===== config.mk =====
export PLATFORM = sky130hd
export DESIGN_NAME = irq_stat_regs
export DESIGN_NICKNAME = d
export VERILOG_FILES = /design/src/rtl/irq_stat_pkg.sv /design/src/rtl/irq_src_merge.sv /design/src/rtl/irq_reg_decode.sv /design/src/rtl/irq_status_core.sv /design/src/rtl/irq_stat_regs.sv
export SDC_FILE = /design/constraint.sdc
export NUM_CORES = 1
export LEC_CHECK = 0
export BUFFER_PORTS_ARGS = -buffer_cell sky130_fd_sc_hd__buf_4
export CORE_MARGIN = 3
export CORE_UTILIZATION = 50
export CTS_BUF_LIST = sky130_fd_sc_hd__clkbuf_4
export DETAILED_ROUTE_END_ITERATION = 10
export PLACE_DENSITY = 0.87
export SLEW_MARGIN = 20
export SYNTH_ARGS = -nofsm -noshare
export SYNTH_HDL_FRONTEND = slang
export SYNTH_HIERARCHICAL = 1
export SYNTH_SLANG_ARGS = --single-unit

===== constraint.sdc =====
create_clock -name clk -period 2.35 [get_ports clk]
set_input_delay 0.47 -clock clk [delete_from_list [all_inputs] [get_ports clk]]
set_output_delay 0.47 -clock clk [all_outputs]
set_load 0.005 [all_outputs]

===== src/rtl/irq_stat_pkg.sv =====
package irq_stat_pkg;
  localparam int unsigned OFF_STAT = 32'h50;
  localparam int unsigned OFF_MASK = 32'h54;
  localparam int unsigned OFF_POL  = 32'h58;
  localparam int unsigned OFF_RAW  = 32'h5C;

  typedef enum logic [2:0] {
    SEL_NONE,
    SEL_STAT,
    SEL_MASK,
    SEL_POL,
    SEL_RAW
  } reg_sel_e;
endpackage


===== src/rtl/irq_src_merge.sv =====
module irq_src_merge #(
  parameter int unsigned W        = 32,
  parameter int unsigned HOST_BIT = 11
) (
  input  logic         host_irq,
  input  logic [W-1:0] aux_irq,
  output logic [W-1:0] raw
);
  logic unused_host_slot;
  assign unused_host_slot = aux_irq[HOST_BIT];

  for (genvar i = 0; i < W; i++) begin : g_bit
    if (i == HOST_BIT) begin : g_host
      assign raw[i] = host_irq;
    end else begin : g_aux
      assign raw[i] = aux_irq[i];
    end
  end
endmodule


===== src/rtl/irq_reg_decode.sv =====
module irq_reg_decode
  import irq_stat_pkg::*;
#(
  parameter int unsigned ADDR_W = 12,
  parameter int unsigned BE_W   = 4
) (
  input  logic              req_valid,
  input  logic              req_write,
  input  logic [ADDR_W-1:0] req_addr,
  input  logic [BE_W-1:0]   req_be,
  output reg_sel_e          sel,
  output logic              wr_stat,
  output logic              wr_mask,
  output logic              wr_pol,
  output logic              rd_en
);
  logic full_word;
  assign full_word = &req_be;

  always_comb begin
    sel = SEL_NONE;
    if (full_word) begin
      if (req_addr == ADDR_W'(OFF_STAT))      sel = SEL_STAT;
      else if (req_addr == ADDR_W'(OFF_MASK)) sel = SEL_MASK;
      else if (req_addr == ADDR_W'(OFF_POL))  sel = SEL_POL;
      else if (req_addr == ADDR_W'(OFF_RAW))  sel = SEL_RAW;
    end
  end

  assign wr_stat = req_valid && req_write && (sel == SEL_STAT);
  assign wr_mask = req_valid && req_write && (sel == SEL_MASK);
  assign wr_pol  = req_valid && req_write && (sel == SEL_POL);
  assign rd_en   = req_valid && !req_write;
endmodule


===== src/rtl/irq_status_core.sv =====
module irq_status_core #(
  parameter int unsigned W = 32
) (
  input  logic         clk,
  input  logic         rst,
  input  logic [W-1:0] raw,
  input  logic         wr_stat,
  input  logic         wr_mask,
  input  logic         wr_pol,
  input  logic [W-1:0] wdata,
  output logic [W-1:0] status_q,
  output logic [W-1:0] mask_q,
  output logic [W-1:0] pol_q,
  output logic         irq_out
);
  logic [W-1:0] hit;
  logic [W-1:0] clr;

  assign hit = raw ^ pol_q;
  assign clr = wr_stat ? wdata : '0;

  always_ff @(posedge clk) begin
    if (rst) begin
      status_q <= '0;
      mask_q   <= '0;
      pol_q    <= '0;
      irq_out  <= 1'b0;
    end else begin
      status_q <= (status_q & ~clr) | hit;
      if (wr_mask) mask_q <= wdata;
      if (wr_pol)  pol_q  <= wdata;
      irq_out  <= |(status_q & mask_q);
    end
  end


  cfg_reset_chk: assert property (@(posedge clk) disable iff (rst)
    $past(rst) |-> (mask_q == '0 && pol_q == '0 && status_q == '0 && !irq_out));


  capture_chk: assert property (@(posedge clk) disable iff (rst)
    !$past(rst) |-> ((status_q & $past(hit)) == $past(hit)));


  sticky_chk: assert property (@(posedge clk) disable iff (rst)
    (!$past(rst) && !$past(wr_stat)) |-> ((status_q & $past(status_q)) == $past(status_q)));


  w1c_chk: assert property (@(posedge clk) disable iff (rst)
    (!$past(rst) && $past(wr_stat)) |-> ((status_q & $past(wdata & ~hit)) == '0));


  summary_chk: assert property (@(posedge clk) disable iff (rst)
    !$past(rst) |-> (irq_out == (|($past(status_q) & $past(mask_q)))));
endmodule


===== src/rtl/irq_stat_regs.sv =====
module irq_stat_regs
  import irq_stat_pkg::*;
#(
  parameter int unsigned DATA_W   = 32,
  parameter int unsigned ADDR_W   = 12,
  parameter int unsigned HOST_BIT = 11,
  localparam int unsigned BE_W    = DATA_W / 8
) (
  input  logic              clk,
  input  logic              rst,
  input  logic              host_irq,
  input  logic [DATA_W-1:0] aux_irq,
  input  logic              req_valid,
  input  logic              req_write,
  input  logic [ADDR_W-1:0] req_addr,
  input  logic [BE_W-1:0]   req_be,
  input  logic [DATA_W-1:0] req_wdata,
  output logic              rd_valid,
  output logic [DATA_W-1:0] rd_data,
  output logic              irq_out
);
  logic [DATA_W-1:0] raw;
  logic [DATA_W-1:0] status_q, mask_q, pol_q;
  reg_sel_e          sel;
  logic              wr_stat, wr_mask, wr_pol, rd_en;

  irq_src_merge #(.W(DATA_W), .HOST_BIT(HOST_BIT)) u_merge (
    .host_irq (host_irq),
    .aux_irq  (aux_irq),
    .raw      (raw)
  );

  irq_reg_decode #(.ADDR_W(ADDR_W), .BE_W(BE_W)) u_decode (
    .req_valid (req_valid),
    .req_write (req_write),
    .req_addr  (req_addr),
    .req_be    (req_be),
    .sel       (sel),
    .wr_stat   (wr_stat),
    .wr_mask   (wr_mask),
    .wr_pol    (wr_pol),
    .rd_en     (rd_en)
  );

  irq_status_core #(.W(DATA_W)) u_core (
    .clk      (clk),
    .rst      (rst),
    .raw      (raw),
    .wr_stat  (wr_stat),
    .wr_mask  (wr_mask),
    .wr_pol   (wr_pol),
    .wdata    (req_wdata),
    .status_q (status_q),
    .mask_q   (mask_q),
    .pol_q    (pol_q),
    .irq_out  (irq_out)
  );

  always_ff @(posedge clk) begin
    if (rst) begin
      rd_valid <= 1'b0;
      rd_data  <= '0;
    end else begin
      rd_valid <= rd_en;
      if (rd_en) begin
        case (sel)
          SEL_STAT: rd_data <= status_q;
          SEL_MASK: rd_data <= mask_q;
          SEL_POL:  rd_data <= pol_q;
          SEL_RAW:  rd_data <= raw;
          default:  rd_data <= '1;
        endcase
      end
    end
  end


  rd_response_chk: assert property (@(posedge clk) disable iff (rst)
    !$past(rst) |-> (rd_valid == $past(rd_en)));


  unmapped_ones_chk: assert property (@(posedge clk) disable iff (rst)
    (!$past(rst) && $past(rd_en) && $past(sel == SEL_NONE)) |-> (rd_data == '1));


  host_slot_chk: assert property (@(posedge clk) disable iff (rst)
    (!$past(rst) && $past(rd_en) && $past(sel == SEL_RAW)) |-> (rd_data[HOST_BIT] == $past(host_irq)));
endmodule


======== Yosys cells after proc, flatten, opt, wreduce, memory -nomap -nowiden ========
Cells that the tools add are included.
operators by class
  equal/unequal tests ..................... 8
  mux-type cells .......................... 7
  bitwise operators ....................... 5
  reduce and logical (&&, ||, !) cells .... 8
operators by type and width
  operator             number
  $pmux 32 s4          1
  $and 32x32->32       2
  $eq 12x7->1 const B  4
  $mux 32              1
  $not 32->32          1
  $or 32x32->32        1
  $reduce_or 32->1     1
  $xor 32x32->32       1
  $mux 3               5
  $eq 3x2->1 const B   2
  $logic_and 1x1->1    5
  $reduce_and 4->1     1
  $eq 3x1->1 const B   1
  $eq 3x3->1 const B   1
  $logic_not 1->1      1
word-level totals
  register bits after elaboration ......... 130
  bits of input ports ..................... 85

======== Logic depth before layout (Yosys ltp) ========
  word-level depth ........................ 12
  depth in mapped cells ................... 9
  gate-level depth less buffers ........... 6

======== Modules after synthesis ========
The synthesis kept the hierarchy.
by module, submodules not included
  module           instances  cells each  area each (µm²)  seq. area each (µm²)
  irq_status_core  1          397         3791.1           1941.9
  irq_stat_regs    1          244         2105.8           660.6
  irq_src_merge    1          32          240.2            0.0
  irq_reg_decode   1          19          116.4            0.0

======== Worst setup path after synthesis ========
Ideal clock, no wire load.
  path kind ............................... input-to-reg
  start point ............................. input req_addr[9]
  end point ............................... register rd_data[25]
  setup time .............................. 0.091 ns
  arrival ................................. 2.140 ns
  data required time ...................... 2.259 ns
  path slack .............................. 0.119 ns
  stages on the path ...................... 7
  path buffers ............................ 1
  cells stage by stage .................... nor4b_1 -> nand4_1 -> a21oi_1 -> buf_2 -> xor2_1 -> a221o_1 -> a311oi_1
between the ends
  elaborated cells between the ends (all ways) .. 14
RTL lines
  item                                RTL line              text
  start: declaration                  irq_stat_regs.sv:15   input logic [ADDR_W-1:0] req_addr,
  $eq 12x7->1                         irq_reg_decode.sv:25  else if (req_addr == ADDR_W'(OFF_POL)) sel = SEL_POL;
  $mux 3                              irq_reg_decode.sv:25
  $mux 3                              irq_reg_decode.sv:24  else if (req_addr == ADDR_W'(OFF_MASK)) sel = SEL_MASK;
  $mux 3 (*)                          irq_reg_decode.sv:23  if (req_addr == ADDR_W'(OFF_STAT)) sel = SEL_STAT;
  $mux 3 (*)                          irq_reg_decode.sv:22  if (full_word) begin
  via sel[1]                          irq_stat_regs.sv:24   reg_sel_e sel;
  $eq 3x3->1 (tied with other cells)  irq_stat_regs.sv:66   case (sel)
  $pmux 32 s4 (*)                     irq_stat_regs.sv:66
  end signal: assignment              irq_stat_regs.sv:67   SEL_STAT: rd_data <= status_q;
  end signal: assignment              irq_stat_regs.sv:68   SEL_MASK: rd_data <= mask_q;
  end signal: assignment              irq_stat_regs.sv:69   SEL_POL: rd_data <= pol_q;
  end: declaration                    irq_stat_regs.sv:19   output logic [DATA_W-1:0] rd_data,
Mark *: on every way through the listed nets, which the timed path passes. The rest lies on a longest branch.
A chain may end at the register's enable or synchronous reset.

======== Worst setup path after layout ========
  start point ............................. input req_addr[9]
  end point ............................... register rd_data[21]
between the ends
  word-level cells in the longest chain between the ends .. 8
  elaborated cells between the ends (all ways) .. 14
RTL lines
  item                                RTL line              text
  $eq 12x7->1                         irq_reg_decode.sv:26  else if (req_addr == ADDR_W'(OFF_RAW)) sel = SEL_RAW;
  $mux 3                              irq_reg_decode.sv:26
  $mux 3                              irq_reg_decode.sv:25
  $mux 3                              irq_reg_decode.sv:24
  $mux 3 (*)                          irq_reg_decode.sv:23
  $mux 3 (*)                          irq_reg_decode.sv:22
  via sel[2]                          irq_stat_regs.sv:24
  $eq 3x3->1 (tied with other cells)  irq_stat_regs.sv:66
  $pmux 32 s4 (*)                     irq_stat_regs.sv:66
Marks and branches as above.

==> summary.md <==
| Metric | Value |
|---|---|
| Status | complete, no violations |
| End of the worst register-to-register path | u_core/irq_out |
| CTS Sinks | 130 |
| Total Wirelength | roughly 18000 um |
| Setup crit end kind | flop |
| Crit path kind | in2reg |
| Worst hold path class | in2reg |
| Fmax | slightly below 0.5 GHz |
| Initial antenna violation count | 0 |
| Sequential share of the synthesized area | 0.4162 |
| Post-CTS Hold Buffers | 0 |
| Async S/R FF share, synth | 0 |
| Worst Max-Slew Pin Slew | a little under 600 ps |
| # DRC | 0 |
| Placed insts | roughly 930 |
| Drt pass-1 iters | 7 |
| Cells on worst reg2reg path | 3 |
| Count leader, synth | nor2_1 |
| Pwr/cell area | roughly 600 nW/um^2 |
| Ant diodes | 0 |
| Worst Hold Path EP | u_core/mask_q[10] |
| First-pass GRT wire length | 27970 um |
| Reg2Reg Setup Slack | roughly 1100 ps |
| Post-synth EDFFs | 0 |
| Max-Cap Viols | 0 |
| Final setup vio count | 0 |
| Final hold vios | 0 |
| Nets@finish | between 800 and 900 |
| Root buf cell | clkbuf_4 |
| Placer Congestion | ~0.89 |
| HP Start | req_wdata[10] |
| CP Launch Type | primary input |
| Port Buffers | 117 |
| Via density | 5.833 |
| Clock latency on the worst-skew pair | approximately 530 ps |
| CTS Buffer Depth | 2 |
| Period minus WS final | between 2000 and 2500 ps |
| Die Span Y | 117.8 um |
| Synth Instances | between 600 and 700 |
| PostCTS Resize Cnt | 0 |
| Core area | approximately 12000 um^2 |
| Max Clock Skew | between 20 and 25 ps |
| Most frequent cells after synthesis | nor2_1, dfxtp_1, mux2i_1 |
| Die Area | 13890 um^2 |
| Initial cell density of the core | 0.5163 |
| Synth Cell Area | ~6300 um^2 |
| WHS Path Cells | 3 |
| RSZ-0062 raised after global routing | false |
| Vias in the first global route | about 5.6k |
| Routed len/inst | 18.30 um |
| Syn_area_per_cell | 9.037 um^2 |
| Slew Limit Fails | 0 |
| WP data arrival | ~2500 ps |
| Synth top area cells | dfxtp_1, mux2i_1, nor2_1, buf_4, a22oi_1 |
| Worst Slack Setup Final | 300.9 ps |
| Die Wd | about 120 um |
| GRT Total Usage | 0.2494 |
| Largest net degree at the start of global routing | 52 |
| Post-Place Worst Slack | -213.0 ps |
| Non-filler cells, final | 960 |
| Syn nets | slightly below 800 |
| Maximum vdd drop | 500.7 uV |
| Synth top area share | 0.4162 |
| Post-synthesis cell type count | 45 |
| Origin of the critical flop-to-flop path | u_core/status_q[5] |
| Io pins | 119 |
| CP required | 2780 ps |
| #FFs+latches synth | 130 |
| Post-CTS Setup Bufs | 0 |
| Rel. slew slack | 0.6042 |
| Share of post-route cells with drive strength above 1 | 0.2500 |
| Final ANT Viol Nets | 0 |
| Leakage power | 2.881 nW |
| 1st-iter DRT viols | 523 |
| Cell row count | 40 |
| Dominant cell type by area after synthesis | dfxtp_1 |
| DP Wirelength | ~12000 um |
| Synth Warn # | 6 |
| Crit-path max FO | 15 |
| Grt total ovfl | 0 |
| Via count | about 5.6k |
| CTS clk-pin slew, worst paths | about 130 ps |
| Tcrit/Tclk final | 0.8720 |
| P&R area growth vs syn | 21.41% |
| # H-tree levels | 4 |
| Top FF cell, synth | dfxtp_1 |
| Num CTS Buffers | 17 |
| CTS tree | built |
==> power by group <==
group	leakage, nW	total [W]	switching (W)	internal, W
Sequential	1.07	0.00235	0.0000643	0.00228
Clock	0.166	0.00177	0.000897	0.000869
Combinational	1.65	0.000414	0.000189	0.000224
Total	2.88	0.00452	0.00115	0.00337
==> per-stage QoR <==
step / area [um^2] / utilization / TNS, ps / hold WS [ps] / power (W)
3_5_place_dp: 7254 / 0.5990 / -6314 / 485.0 / 0.002797
2_1_floorplan: 6254 / - / 0 / 470.2 / 0.002582
4_1_cts: 7592 / 0.6269 / 0 / 147.4 / 0.004529
3_3_place_gp: 7254 / 0.5990 / -5425 / 470.6 / 0.002786
5_1_grt: 7592 / 0.6269 / 0 / 159.6 / 0.004665
6_report: 7592 / 0.6269 / 0 / 184.8 / 0.004525
==> flip-flops by register name, summed over array words and instances, names as in the netlist <==
register / cells
rd_data: 32
u_core/mask_q: 32
u_core/status_q: 32
rd_valid: 1
u_core/pol_q: 32
u_core/irq_out: 1
==> how the worst max path moves through the flow <==
stage / from / endpoint / slack [ps]
after floorplan: req_addr[9] / rd_data[25] / 120
after global placement: req_addr[9] / rd_data[6] / -210
after detailed placement: req_addr[9] / rd_data[15] / -210
after CTS: req_addr[9] / rd_data[2] / 310
after global routing: req_addr[9] / rd_data[20] / 110
final: req_addr[9] / rd_data[21] / 300
==> placed cells by master (no fill, tap or decap), types with 2 or more instances in the layout <==
cell type and instances:
buf_4 140, nor2_1 132, dfxtp_1 130, mux2i_1 64
a22oi_1 43, a21oi_1 34, nand2_1 34, xor2_1 33
nor2b_1 31, a32oi_1 29, a311oi_1 29, clkbuf_4 18
buf_12 13, nand4_1 5, inv_1 4, nand2b_1 4
bufinv_16 4, clkinvlp_4 4, clkinv_4 3, inv_6 3
nor2b_2 2, nand3_1 2, o221ai_1 2, a22oi_2 2
nor4b_1 2, nor2_2 2
==> layout make-up <==
cell class,count,area (um^2)
Tap cell,168,210.2
Fill cell,1011,4519
Clock inverter,14,202.7
Sequential cell,130,2603
Clock buffer,18,135.1
Multi-Input combinational cell,472,3112
Inverter,5,18.77
Timing Repair Buffer,153,1311
==> logic make-up after synthesis <==
kind of cell	count (synthesis)	share of synthesized area
simple gates	229	0.1665
mux	65	0.1042
flops	130	0.4162
xor+xnor	33	0.04622
buf+inv	90	0.09064
compound gates	145	0.1763
==> metal layers <==
metal,track usage,vias to the layer above,part of all wire
met2,0.3953,301,0.46
met5,0,-,0
met3,0.06103,61,0.084
li1,-,2612,-
met4,0.1194,0,0.036
met1,0.3197,2626,0.42
==> worst max-delay path, stage by stage <==
cell      delay [ps]
buf_4            110
nor4b_1          290
buf_4            160
nand4_1          190
nor2_2           280
nor3b_4          270
buf_4            280
a22oi_1          110
a311oi_1         290
Note: power is estimated with default switching activity, not from simulation.
